--- src/rtl/uart_pkg.sv ---
package uart_pkg;
  typedef enum logic [1:0] {TX_IDLE, TX_LOAD, TX_DATA, TX_STOP} tx_state_e;
  typedef enum logic [2:0] {RX_IDLE, RX_START, RX_DATA, RX_STOP, RX_ERR} rx_state_e;
endpackage

--- src/rtl/uart_baud_gen.sv ---
module uart_baud_gen #(
  parameter int OS_DIV     = 4,
  parameter int OVERSAMPLE = 16
) (
  input  logic clk_i,
  input  logic rst_ni,
  output logic os_tick_o,
  output logic bit_tick_o
);
  localparam int DIV_W  = (OS_DIV > 1) ? $clog2(OS_DIV) : 1;
  localparam int SUB_W  = $clog2(OVERSAMPLE);
  localparam logic [DIV_W-1:0] DIV_LAST = DIV_W'(OS_DIV - 1);
  localparam logic [SUB_W-1:0] SUB_LAST = SUB_W'(OVERSAMPLE - 1);

  logic [DIV_W-1:0] div_q;
  logic [SUB_W-1:0] sub_q;

  assign os_tick_o  = (div_q == DIV_LAST);
  assign bit_tick_o = os_tick_o && (sub_q == SUB_LAST);

  always_ff @(posedge clk_i or negedge rst_ni) begin
    if (!rst_ni) begin
      div_q <= '0;
      sub_q <= '0;
    end else begin
      div_q <= os_tick_o ? '0 : div_q + DIV_W'(1);
      if (os_tick_o) sub_q <= (sub_q == SUB_LAST) ? '0 : sub_q + SUB_W'(1);
    end
  end

  AST_BIT_TICK_ON_OS: assert property (@(posedge clk_i) disable iff (!rst_ni)
    bit_tick_o |-> $past(sub_q) == SUB_W'(OVERSAMPLE - 2) || OVERSAMPLE == 1 || $past(div_q) != DIV_LAST);
endmodule

--- src/rtl/uart_tx.sv ---
module uart_tx
  import uart_pkg::*;
#(
  parameter int DATA_W = 8
) (
  input  logic              clk_i,
  input  logic              rst_ni,
  input  logic              tick_i,
  input  logic              load_i,
  input  logic [DATA_W-1:0] data_i,
  output logic              busy_o,
  output logic              tx_o
);
  localparam int CNT_W = $clog2(DATA_W + 2);
  localparam logic [CNT_W-1:0] FRAME_BITS = CNT_W'(DATA_W + 1);
  localparam logic [CNT_W-1:0] ONE = CNT_W'(1);

  tx_state_e         state_q;
  logic [DATA_W:0]   shreg_q;
  logic [CNT_W-1:0]  cnt_q;
  logic              tx_q;

  assign busy_o = (state_q != TX_IDLE);
  assign tx_o   = tx_q;

  always_ff @(posedge clk_i or negedge rst_ni) begin
    if (!rst_ni) begin
      state_q <= TX_IDLE;
      shreg_q <= '1;
      cnt_q   <= '0;
      tx_q    <= 1'b1;
    end else begin
      case (state_q)
        TX_IDLE: if (load_i) begin
          shreg_q <= {data_i, 1'b0};  // start bit in position 0
          cnt_q   <= FRAME_BITS;
          state_q <= TX_LOAD;
        end
        TX_LOAD: if (tick_i) begin
          tx_q    <= shreg_q[0];
          state_q <= TX_DATA;
        end
        TX_DATA: if (tick_i) begin
          tx_q    <= shreg_q[1];  // ones fill in behind: last shift yields stop level
          shreg_q <= {1'b1, shreg_q[DATA_W:1]};
          cnt_q   <= cnt_q - ONE;
          if (cnt_q == ONE) state_q <= TX_STOP;
        end
        TX_STOP: if (tick_i) state_q <= TX_IDLE;
        default: state_q <= TX_IDLE;
      endcase
    end
  end

  AST_IDLE_LINE_HIGH: assert property (@(posedge clk_i) disable iff (!rst_ni)
    (state_q == TX_IDLE) |-> tx_q);
  AST_LOAD_IGNORED: assert property (@(posedge clk_i) disable iff (!rst_ni)
    (busy_o && load_i && !tick_i) |=> $stable(shreg_q) && $stable(cnt_q));
  AST_STOP_IS_HIGH: assert property (@(posedge clk_i) disable iff (!rst_ni)
    (state_q == TX_STOP) |-> tx_q);
endmodule

--- src/rtl/uart_rx.sv ---
module uart_rx
  import uart_pkg::*;
#(
  parameter int DATA_W     = 8,
  parameter int OVERSAMPLE = 16
) (
  input  logic              clk_i,
  input  logic              rst_ni,
  input  logic              os_tick_i,
  input  logic              rx_i,
  output logic [DATA_W-1:0] data_o,
  output logic              valid_o,
  output logic              frame_err_o
);
  localparam int TICK_W = $clog2(OVERSAMPLE);
  localparam int BIT_W  = (DATA_W > 1) ? $clog2(DATA_W) : 1;
  localparam logic [TICK_W-1:0] HALF_LAST = TICK_W'(OVERSAMPLE / 2 - 1);
  localparam logic [TICK_W-1:0] FULL_LAST = TICK_W'(OVERSAMPLE - 1);
  localparam logic [BIT_W-1:0]  BIT_LAST  = BIT_W'(DATA_W - 1);

  rx_state_e         state_q;
  logic              sync1_q, sync2_q, prev_q;
  logic              fall;
  logic [TICK_W-1:0] tick_q;
  logic [BIT_W-1:0]  bit_q;
  logic [DATA_W-1:0] shreg_q;
  logic              valid_q, ferr_q;

  assign fall        = prev_q && !sync2_q;
  assign valid_o     = valid_q;
  assign frame_err_o = ferr_q;

  always_ff @(posedge clk_i or negedge rst_ni) begin
    if (!rst_ni) begin
      sync1_q <= 1'b1;
      sync2_q <= 1'b1;
      prev_q  <= 1'b1;
    end else begin
      sync1_q <= rx_i;
      sync2_q <= sync1_q;
      prev_q  <= sync2_q;
    end
  end

  always_ff @(posedge clk_i or negedge rst_ni) begin
    if (!rst_ni) begin
      state_q <= RX_IDLE;
      tick_q  <= '0;
      bit_q   <= '0;
      shreg_q <= '0;
      data_o  <= '0;
      valid_q <= 1'b0;
      ferr_q  <= 1'b0;
    end else begin
      valid_q <= 1'b0;
      ferr_q  <= 1'b0;
      case (state_q)
        RX_IDLE: if (fall) begin
          tick_q  <= '0;
          state_q <= RX_START;
        end
        RX_START: if (os_tick_i) begin
          if (tick_q == HALF_LAST) begin
            tick_q  <= '0;
            bit_q   <= '0;
            state_q <= sync2_q ? RX_IDLE : RX_DATA;  // high at mid-bit: glitch
          end else tick_q <= tick_q + TICK_W'(1);
        end
        RX_DATA: if (os_tick_i) begin
          if (tick_q == FULL_LAST) begin
            tick_q  <= '0;
            shreg_q <= {sync2_q, shreg_q[DATA_W-1:1]};
            bit_q   <= bit_q + BIT_W'(1);
            if (bit_q == BIT_LAST) state_q <= RX_STOP;
          end else tick_q <= tick_q + TICK_W'(1);
        end
        RX_STOP: if (os_tick_i) begin
          if (tick_q == FULL_LAST) begin
            tick_q <= '0;
            if (sync2_q) begin
              data_o  <= shreg_q;
              valid_q <= 1'b1;
              state_q <= RX_IDLE;
            end else begin
              ferr_q  <= 1'b1;
              state_q <= RX_ERR;
            end
          end else tick_q <= tick_q + TICK_W'(1);
        end
        RX_ERR: if (sync2_q) state_q <= RX_IDLE;
        default: state_q <= RX_IDLE;
      endcase
    end
  end

  AST_START_FROM_FALL: assert property (@(posedge clk_i) disable iff (!rst_ni)
    (state_q == RX_START && $past(state_q) == RX_IDLE) |-> $past(fall));
  AST_VALID_ONE_CYCLE: assert property (@(posedge clk_i) disable iff (!rst_ni)
    valid_q |=> !valid_q);
  AST_ERR_NOT_VALID: assert property (@(posedge clk_i) disable iff (!rst_ni)
    ferr_q |-> !valid_q && state_q == RX_ERR);
  AST_DATA_HELD: assert property (@(posedge clk_i) disable iff (!rst_ni)
    !valid_q |-> $stable(data_o));
endmodule

--- src/rtl/uart_buffered_xcvr.sv ---
module uart_buffered_xcvr #(
  parameter int DATA_W     = 8,
  parameter int OVERSAMPLE = 16,
  parameter int OS_DIV     = 4
) (
  input  logic              clk_i,
  input  logic              rst_ni,
  input  logic [DATA_W-1:0] tx_data_i,
  input  logic              tx_load_i,
  output logic              tx_busy_o,
  output logic              tx_o,
  input  logic [DATA_W-1:0] tx_buf_data_i,
  input  logic              tx_buf_empty_i,
  output logic              tx_buf_rd_o,
  input  logic              rx_i,
  output logic [DATA_W-1:0] rx_data_o,
  output logic              rx_valid_o,
  output logic              rx_frame_err_o,
  input  logic              rx_buf_full_i,
  output logic              rx_buf_wr_o,
  output logic              rx_overrun_o
);
  logic              os_tick, bit_tick;
  logic              tx_ld;
  logic [DATA_W-1:0] tx_din;
  logic              overrun_q;

  uart_baud_gen #(.OS_DIV(OS_DIV), .OVERSAMPLE(OVERSAMPLE)) u_baud (
    .clk_i, .rst_ni, .os_tick_o(os_tick), .bit_tick_o(bit_tick)
  );

  // direct load wins; queue is drained only when nothing else asks
  assign tx_buf_rd_o = !tx_buf_empty_i && !tx_busy_o && !tx_load_i;
  assign tx_ld       = tx_load_i || tx_buf_rd_o;
  assign tx_din      = tx_load_i ? tx_data_i : tx_buf_data_i;

  uart_tx #(.DATA_W(DATA_W)) u_tx (
    .clk_i, .rst_ni, .tick_i(bit_tick), .load_i(tx_ld), .data_i(tx_din),
    .busy_o(tx_busy_o), .tx_o
  );

  uart_rx #(.DATA_W(DATA_W), .OVERSAMPLE(OVERSAMPLE)) u_rx (
    .clk_i, .rst_ni, .os_tick_i(os_tick), .rx_i, .data_o(rx_data_o),
    .valid_o(rx_valid_o), .frame_err_o(rx_frame_err_o)
  );

  assign rx_buf_wr_o  = rx_valid_o && !rx_buf_full_i;
  assign rx_overrun_o = overrun_q;

  always_ff @(posedge clk_i or negedge rst_ni) begin
    if (!rst_ni)                          overrun_q <= 1'b0;
    else if (rx_valid_o && rx_buf_full_i) overrun_q <= 1'b1;
  end

  AST_NO_WRITE_WHEN_FULL: assert property (@(posedge clk_i) disable iff (!rst_ni)
    rx_buf_full_i |-> !rx_buf_wr_o);
  AST_OVERRUN_STICKY: assert property (@(posedge clk_i) disable iff (!rst_ni)
    overrun_q |=> overrun_q);
  AST_FETCH_STARTS_FRAME: assert property (@(posedge clk_i) disable iff (!rst_ni)
    tx_buf_rd_o |=> tx_busy_o);
endmodule

--- config.mk ---
export PLATFORM = sky130hd
export DESIGN_NAME = uart_buffered_xcvr
export DESIGN_NICKNAME = d
export VERILOG_FILES = /design/src/rtl/uart_pkg.sv /design/src/rtl/uart_baud_gen.sv /design/src/rtl/uart_tx.sv /design/src/rtl/uart_rx.sv /design/src/rtl/uart_buffered_xcvr.sv
export SDC_FILE = /design/constraint.sdc
export NUM_CORES = 1
export LEC_CHECK = 0
export ABC_CLOCK_PERIOD_IN_PS = 5100
export BUFFER_PORTS_ARGS = -buffer_cell sky130_fd_sc_hd__buf_2
export CAP_MARGIN = 5
export CELL_PAD_IN_SITES_DETAIL_PLACEMENT = 0
export CELL_PAD_IN_SITES_GLOBAL_PLACEMENT = 1
export CORE_ASPECT_RATIO = 1.2
export CORE_MARGIN = 2
export CORE_UTILIZATION = 40
export CTS_CLUSTER_DIAMETER = 200
export DETAILED_ROUTE_END_ITERATION = 12
export PLACE_DENSITY_LB_ADDON = 0.1
export SYNTH_ARGS = -nofsm -noshare
export SYNTH_HDL_FRONTEND = slang
export SYNTH_SLANG_ARGS = --single-unit
--- constraint.sdc ---
create_clock -name clk_i -period 5.1 [get_ports clk_i]
set_input_delay 0.255 -clock clk_i [delete_from_list [all_inputs] [get_ports clk_i]]
set_output_delay 0.255 -clock clk_i [all_outputs]
set_load 0.005 [all_outputs]
==> flow_summary.json, run 1 <==
{
  "ant_nets": 0,
  "p_leak_nw": 1.46,
  "clockRootBuffer": "sky130_fd_sc_hd__clkbuf_8",
  "fraction_of_met2_tracks_used_by_global_routing_pct": 24.0,
  "rsz0062_at_grt": "no",
  "wl_mm": 4.61,
  "cts_max_path_buffers": 2,
  "ff2ff_path_depth": 5,
  "post_cts_resize_count": 0,
  "postSynthNetCount": 266,
  "setup-tns-final_ps": 0,
  "drv.max_cap_violation_count": 0,
  "routed_via_count_divided_by_cell_count": 5.11,
  "part_of_the_yosys_area_used_for_sequential_elements_pct": 51.0,
  "synth_area_leader_cell": "sky130_fd_sc_hd__dfrtp_1",
  "syn_avg_cell_area_um2": 11.6,
  "groute.layer.met1.usage_pct": 17.2,
  "cts_tree": "done",
  "worst_margin_pin_slew_ps": 673,
  "finalMaxSlewViolations": 0,
  "net_sw_power_mw": 0.371,
  "final_number_of_setup_violating_endpoints": 0,
  "synth.ff_latch_count": 54,
  "whs_ps": 38.0,
  "detailroute.via_count": 1799,
  "setup_ws_pre_cts_ps": 2970,
  "min_path_cells": 1,
  "fin_crit_sh_pct": 40.9,
  "crit_arrival_ps": 2320,
  "grt_overflow": 0,
  "cts_max_level": 2,
  "ioPinCount": 37,
  "finalHoldViolCount": 0,
  "power_report.internal_total_mw": 0.777,
  "via_count_of_the_first_global_routing_pass": 1780,
  "die_h_um": 93.7,
  "gp_routability_congestion": 0.725,
  "row_count": 32,
  "syn2layout_area_growth_pct": 12.2,
  "synth-main-ff-cell": "sky130_fd_sc_hd__dfrtp_1",
  "die_w_um": 78.7,
  "worst_hold_path_type": "input port to register",
  "worst_ir_drop_vdd_mv": 0.149,
  "path_clk_slew_ps": 100,
  "synth_cell_type_count": 47,
  "drt-initial-drc-count": 40,
  "ys_async_sr_fraction_pct": 100,
  "power.clock.fraction_pct": 22.1,
  "setup_ws_ps": 3010,
  "post_cts_setup_inserts": 0,
  "drt-pass1-iter-count": 4,
  "cts_sinks": 54,
  "grt_antenna_before_repair": 0,
  "start_kind": "register",
  "first_pass_grt_wire_length_mm": 8.11,
  "initial_core_util_pct": 41.6,
  "p_seq_share_pct": 50.8,
  "drive_above_1_share_pct": 33.0,
  "timing_worst_setup_path_type": "register to register",
  "syn-cell-area_mm2": 0.00268,
  "critPathMaxFanout": 13,
  "post_layout_minimum_cycle_time_ps": 2090,
  "synth-edff-count": 0,
  "fin_skew_ps": 11.9,
  "place.detailed.hpwl_mm": 3.27,
  "p_comb_share_pct": 27.1,
  "core-area_mm2": 0.00645,
  "cts-buffers-inserted": 5,
  "insertion_delay_ps": 310,
  "grtUsageMet3_pct": 2.31,
  "floorplan.die_area_mm2": 0.00738,
  "largest_net_degree_at_the_start_of_global_routing": 55,
  "number_of_design_rule_violations_left_after_detail_routing": 0,
  "finalPower_mw": 1.15,
  "grt_util_all_layers_pct": 13.8,
  "outcome": "finished clean",
  "layout.core_utilization_pct": 46.7,
  "wire_per_inst_um": 13.1,
  "postCtsHoldBufs": 0,
  "count_of_inserted_antenna_diode_cells": 0,
  "crit_path_end_kind": "register",
  "synth_top_area_share_pct": 38.3,
  "synth_area_leaders": "sky130_fd_sc_hd__dfrtp_1, sky130_fd_sc_hd__dfstp_2, sky130_fd_sc_hd__mux2_2, sky130_fd_sc_hd__ha_1, sky130_fd_sc_hd__mux2i_1",
  "fill_cell_count": 614,
  "port-buffer-count": 36,
  "nets": 300,
  "yosys_warnings": 0,
  "number_of_standard_cells_after_synthesis": 232,
  "power_switching_share_pct": 32.3,
  "power_per_cell_area_mw_per_mm2": 382,
  "max_freq_mhz": 479,
  "critical_path_required_ps": 5340,
  "timing.max_slew.rel_slack_pct": 55.1,
  "gr-max-usage-layer": "met2"
}
[flip-flops by register name (all words and copies together), names as in the netlist, 2 cells and up]
register and flops:
u_rx.data_o 8, u_rx.bit_q 3, u_rx.state_q 3, u_baud.div_q 2
u_baud.sub_q 4, u_tx.cnt_q 4, u_rx.tick_q 4, u_rx.shreg_q 8
u_tx.state_q 2, u_tx.shreg_q 9
[cells in the mapped netlist, types with 3 or more instances]
master / number
sky130_fd_sc_hd__nor3_1: 3
sky130_fd_sc_hd__buf_2: 4
sky130_fd_sc_hd__inv_1: 7
sky130_fd_sc_hd__xnor2_1: 3
sky130_fd_sc_hd__ha_1: 12
sky130_fd_sc_hd__a21oi_1: 8
sky130_fd_sc_hd__nand2_1: 23
sky130_fd_sc_hd__mux2_2: 19
sky130_fd_sc_hd__mux2i_1: 11
sky130_fd_sc_hd__dfrtp_1: 41
sky130_fd_sc_hd__clkbuf_1: 3
sky130_fd_sc_hd__o22ai_1: 3
sky130_fd_sc_hd__o21ai_0: 17
sky130_fd_sc_hd__buf_6: 3
sky130_fd_sc_hd__mux2_4: 7
sky130_fd_sc_hd__dfstp_2: 13
sky130_fd_sc_hd__nor2_1: 15
sky130_fd_sc_hd__nand4_1: 3
sky130_fd_sc_hd__and3_1: 3
[layer usage]
metal | routed length (um) | up-vias
met5 | 0 | -
met4 | 59 | 0
met3 | 209 | 5
met2 | 2270 | 38
met1 | 2070 | 861
li1 | - | 895
[cell families (layout without fill, tap and decap cells)]
logic type	Yosys count	in the layout	synth area share [%]
AOI/OAI and AO/OA	43	43	9.71
adders and majority gates	12	12	5.60
xor gates and xnor gates	4	4	1.31
and+or+nand+nor	65	65	13.0
buffers and inverters	17	52	3.41
muxes	37	37	16.0
DFF	54	54	51.0
[final timing paths]
path                            startpoint         endpoint  slack [ps]
setup / recovery           u_baud.div_q[0]  u_tx.shreg_q[1]        3010
hold / removal                        rx_i     u_rx.sync1_q          40
setup reg to reg           u_baud.div_q[0]  u_tx.shreg_q[1]        3010
hold reg to reg               u_rx.sync1_q     u_rx.sync2_q         360
max in group asynchronous           rst_ni  u_rx.state_q[2]        4590
min in group asynchronous           rst_ni    u_tx.cnt_q[1]          50
[final cells by class]
type | instances | area, um2 | share of cell area (%)
clock buffers | 6 | 82.6 | 2.74
clock inverters | 2 | 16.3 | 0.541
inverters | 7 | 26.3 | 0.873
multi-input cells | 161 | 1220 | 40.6
flip-flops and latches | 54 | 1370 | 45.4
well taps | 85 | 106 | 3.53
repair buffers | 37 | 188 | 6.24
[per-stage QoR]
step / cell area (um2) / std cells
after detailed placement: 2910 / 344
after global placement: 2910 / 344
after global routing: 3010 / 352
after floorplan: 2680 / 232
after CTS: 3010 / 352
final: 3010 / 352
[placed cells by master, fill, tap and decap left out, types with 2 or more instances in the layout]
| cell | instances |
|---|---|
| sky130_fd_sc_hd__dfrtp_1 | 41 |
| sky130_fd_sc_hd__buf_2 | 36 |
| sky130_fd_sc_hd__nand2_1 | 23 |
| sky130_fd_sc_hd__mux2_2 | 19 |
| sky130_fd_sc_hd__o21ai_0 | 17 |
| sky130_fd_sc_hd__nor2_1 | 15 |
| sky130_fd_sc_hd__dfstp_2 | 13 |
| sky130_fd_sc_hd__ha_1 | 12 |
| sky130_fd_sc_hd__mux2i_1 | 11 |
| sky130_fd_sc_hd__a21oi_1 | 8 |
| sky130_fd_sc_hd__inv_1 | 7 |
| sky130_fd_sc_hd__mux2_4 | 7 |
| sky130_fd_sc_hd__clkbuf_8 | 6 |
| sky130_fd_sc_hd__nor3_1 | 3 |
| sky130_fd_sc_hd__xnor2_1 | 3 |
| sky130_fd_sc_hd__nand4_1 | 3 |
| sky130_fd_sc_hd__and3_1 | 3 |
| sky130_fd_sc_hd__o22ai_1 | 3 |
| sky130_fd_sc_hd__nor2b_1 | 2 |
| sky130_fd_sc_hd__a21o_1 | 2 |
| sky130_fd_sc_hd__o21ai_1 | 2 |
| sky130_fd_sc_hd__nand3b_1 | 2 |
| sky130_fd_sc_hd__nor3b_1 | 2 |
| sky130_fd_sc_hd__nand3_1 | 2 |
[worst max-delay path: stages (launching register included)]
cell	delay (ps)
sky130_fd_sc_hd__dfrtp_1	350
sky130_fd_sc_hd__ha_1	440
sky130_fd_sc_hd__and4_1	450
sky130_fd_sc_hd__mux2i_1	170
sky130_fd_sc_hd__nor2_4	240
sky130_fd_sc_hd__mux2_2	360
[power by group through the flow]
| stage | sequential (mW) | clock [mW] | combinational [mW] |
|---|---|---|---|
| 5_1_grt | 0.598 | 0.281 | 0.358 |
| 3_5_place_dp | 0.593 | 0 | 0.316 |
| 6_report | 0.584 | 0.253 | 0.311 |
| 2_1_floorplan | 0.559 | 0 | 0.275 |
| 3_3_place_gp | 0.593 | 0 | 0.313 |
| 4_1_cts | 0.585 | 0.266 | 0.318 |
Power figures use the tool's default switching activity.
==> run 2: changes to the inputs <==
Settings changed: ABC_CLOCK_PERIOD_IN_PS 5100 to 1920.
Clock period 5.1 ns to 1.92 ns, I/O delays scaled along.
==> run 2 against run 1 <==
Critical path type unchanged. Non-clock buffer count increased by 14. Fmax rose by 14%. Global-route usage grew 1.2 points. Combinational power rose to 3.1 times the previous value. Critical path depth rose by 1. Worst hold slack gained 110 ps. Wire length increased by 9.8%. Via count is 3.5% higher.
==> flow_summary.json, run 2 (same netlist as run 1, synthesis figures left out) <==
{
  "detailroute.via_count": 1862,
  "row_count": 32,
  "setup_ws_pre_cts_ps": 35.3,
  "initial_core_util_pct": 41.6,
  "power_switching_share_pct": 31.4,
  "routed_via_count_divided_by_cell_count": 5.09,
  "largest_net_degree_at_the_start_of_global_routing": 55,
  "power_report.internal_total_mw": 2.27,
  "via_count_of_the_first_global_routing_pass": 1874,
  "layout.cells.most_common_list": "sky130_fd_sc_hd__dfrtp_1, sky130_fd_sc_hd__buf_2, sky130_fd_sc_hd__nand2_1, sky130_fd_sc_hd__mux2_2, sky130_fd_sc_hd__o21ai_0",
  "layout.core_utilization_pct": 49.1,
  "insertion_delay_ps": 310,
  "final_number_of_setup_violating_endpoints": 0,
  "finalMaxSlewViolations": 0,
  "final_common_cell": "sky130_fd_sc_hd__dfrtp_1",
  "worst_ir_drop_vdd_mv": 0.433,
  "grt_overflow": 0,
  "max_freq_mhz": 545,
  "clockRootBuffer": "sky130_fd_sc_hd__clkbuf_8",
  "rsz0062_at_grt": "yes",
  "power.clock.fraction_pct": 24.4,
  "drt-pass1-iter-count": 4,
  "drv.max_cap_violation_count": 0,
  "fin_crit_sh_pct": 95.5,
  "critPathMaxFanout": 5,
  "largest_register": "u_tx.shreg_q",
  "timing.max_slew.rel_slack_pct": 72.1,
  "cts_sinks": 54,
  "post_layout_minimum_cycle_time_ps": 1830,
  "first_pass_grt_wire_length_mm": 8.72,
  "crit_path_end_kind": "register",
  "drt-initial-drc-count": 69,
  "ioPinCount": 37,
  "place_inst": 354,
  "gp_routability_congestion": 0.744,
  "fin_skew_ps": 12.4,
  "fin_cells": 366,
  "wl_mm": 5.06,
  "nets": 314,
  "drive_above_1_share_pct": 35.9,
  "max_reg_flops": 9,
  "fill_cell_count": 624,
  "worst_hold_path_type": "input port to register",
  "net_sw_power_mw": 1.04,
  "path_clk_slew_ps": 100,
  "whs_ps": 145,
  "start_kind": "register",
  "count_of_inserted_antenna_diode_cells": 0,
  "timing_worst_setup_path_type": "register to register",
  "cts-buffers-inserted": 5,
  "largestRegisters": "u_tx.shreg_q x9, u_rx.data_o x8, u_rx.shreg_q x8",
  "setup-tns-final_ps": 0,
  "worst_margin_pin_slew_ps": 417,
  "floorplan.die_area_mm2": 0.00738,
  "power_per_cell_area_mw_per_mm2": 1040,
  "number_of_design_rule_violations_left_after_detail_routing": 0,
  "outcome": "finished clean",
  "p_seq_share_pct": 46.4,
  "cts_max_level": 2,
  "grt_util_all_layers_pct": 15.0,
  "finalHoldViolCount": 0,
  "grt_antenna_before_repair": 0,
  "die_w_um": 78.7,
  "critical_path_required_ps": 2120,
  "syn2layout_area_growth_pct": 18.0,
  "wire_per_inst_um": 13.8,
  "port-buffer-count": 36,
  "cts_max_path_buffers": 2,
  "p_comb_share_pct": 29.2,
  "setup_ws_ps": 85.6,
  "p_leak_nw": 1.55,
  "crit_arrival_ps": 2040,
  "cts_tree": "done",
  "die_h_um": 93.7,
  "ant_nets": 0,
  "core-area_mm2": 0.00645,
  "place.detailed.hpwl_mm": 3.57
}
-- run 2: changes by cell type in the layout (fill, tap and decap cells not counted), sizes merged --
cell         before  now
dlygate4sd3       0    3
bufinv            0    1
clkinvlp          1    0
buf              37   48
-- run 2: what timing repair did --
item | in CTS | in global routing
resized for setup | 0 | 2
hold buffers | 3 | 0
buffers inserted | 0 | 1
hold endpoints to repair | 43 | 0
setup endpoints to repair | 0 | 9
-- run 2: final timing paths --
kind | from | to | slack (ps) | cells after the start
min in group asynchronous | rst_ni | u_rx.state_q[2] | 320 | 3
worst min-delay path | tx_buf_data_i[7] | u_tx.shreg_q[8] | 150 | 4
max in group asynchronous | rst_ni | u_rx.sync1_q | 1320 | 3
worst max register to register | u_tx.state_q[0] | u_tx.state_q[1] | 90 | 6
worst max-delay path | u_tx.state_q[0] | u_tx.state_q[1] | 90 | 6
worst min register to register | u_rx.sync1_q | u_rx.sync2_q | 360 | 0
-- run 2: stage by stage --
step	cell area [um2]	total power, mW
floorplan	2680	2.22
global route	3160	3.56
finish	3160	3.30
detailed placement	3000	2.51
global placement	3000	2.50
CTS	3150	3.34
-- run 2: power by group through the flow --
stage          logic [mW]  registers, mW  clock network, mW
2_1_floorplan       0.731           1.49                  0
3_3_place_gp        0.949           1.55                  0
3_5_place_dp        0.958           1.55                  0
4_1_cts             0.967           1.53              0.844
5_1_grt              1.11           1.56              0.889
6_report            0.966           1.53              0.806
-- run 2: routing by layer --
metal	global-route usage (%)	part of all wire, %	vias to the layer above
li1	-	-	918
met5	0	0	-
met3	2.79	3.3	6
met4	5.12	1.3	0
met1	18.7	45	905
met2	26.0	50	33
-- run 2: final cells by class --
class,instances,area [um2],share of cell area (%)
Clock buffer,6,82.6,2.61
Clock inverter,2,38.8,1.23
Inverter,7,26.3,0.830
Multi-Input combinational cell,161,1230,38.9
Sequential cell,54,1370,43.2
Tap cell,85,106,3.36
Timing Repair Buffer,51,313,9.89
-- run 2: critical path, cell delays in order (launching register included) --
cell and delay, ps:
sky130_fd_sc_hd__dfrtp_1 400, sky130_fd_sc_hd__inv_1 100, sky130_fd_sc_hd__ha_1 280, sky130_fd_sc_hd__nand3b_1 230
sky130_fd_sc_hd__nand3b_1 120, sky130_fd_sc_hd__o31ai_2 240, sky130_fd_sc_hd__mux2_2 360
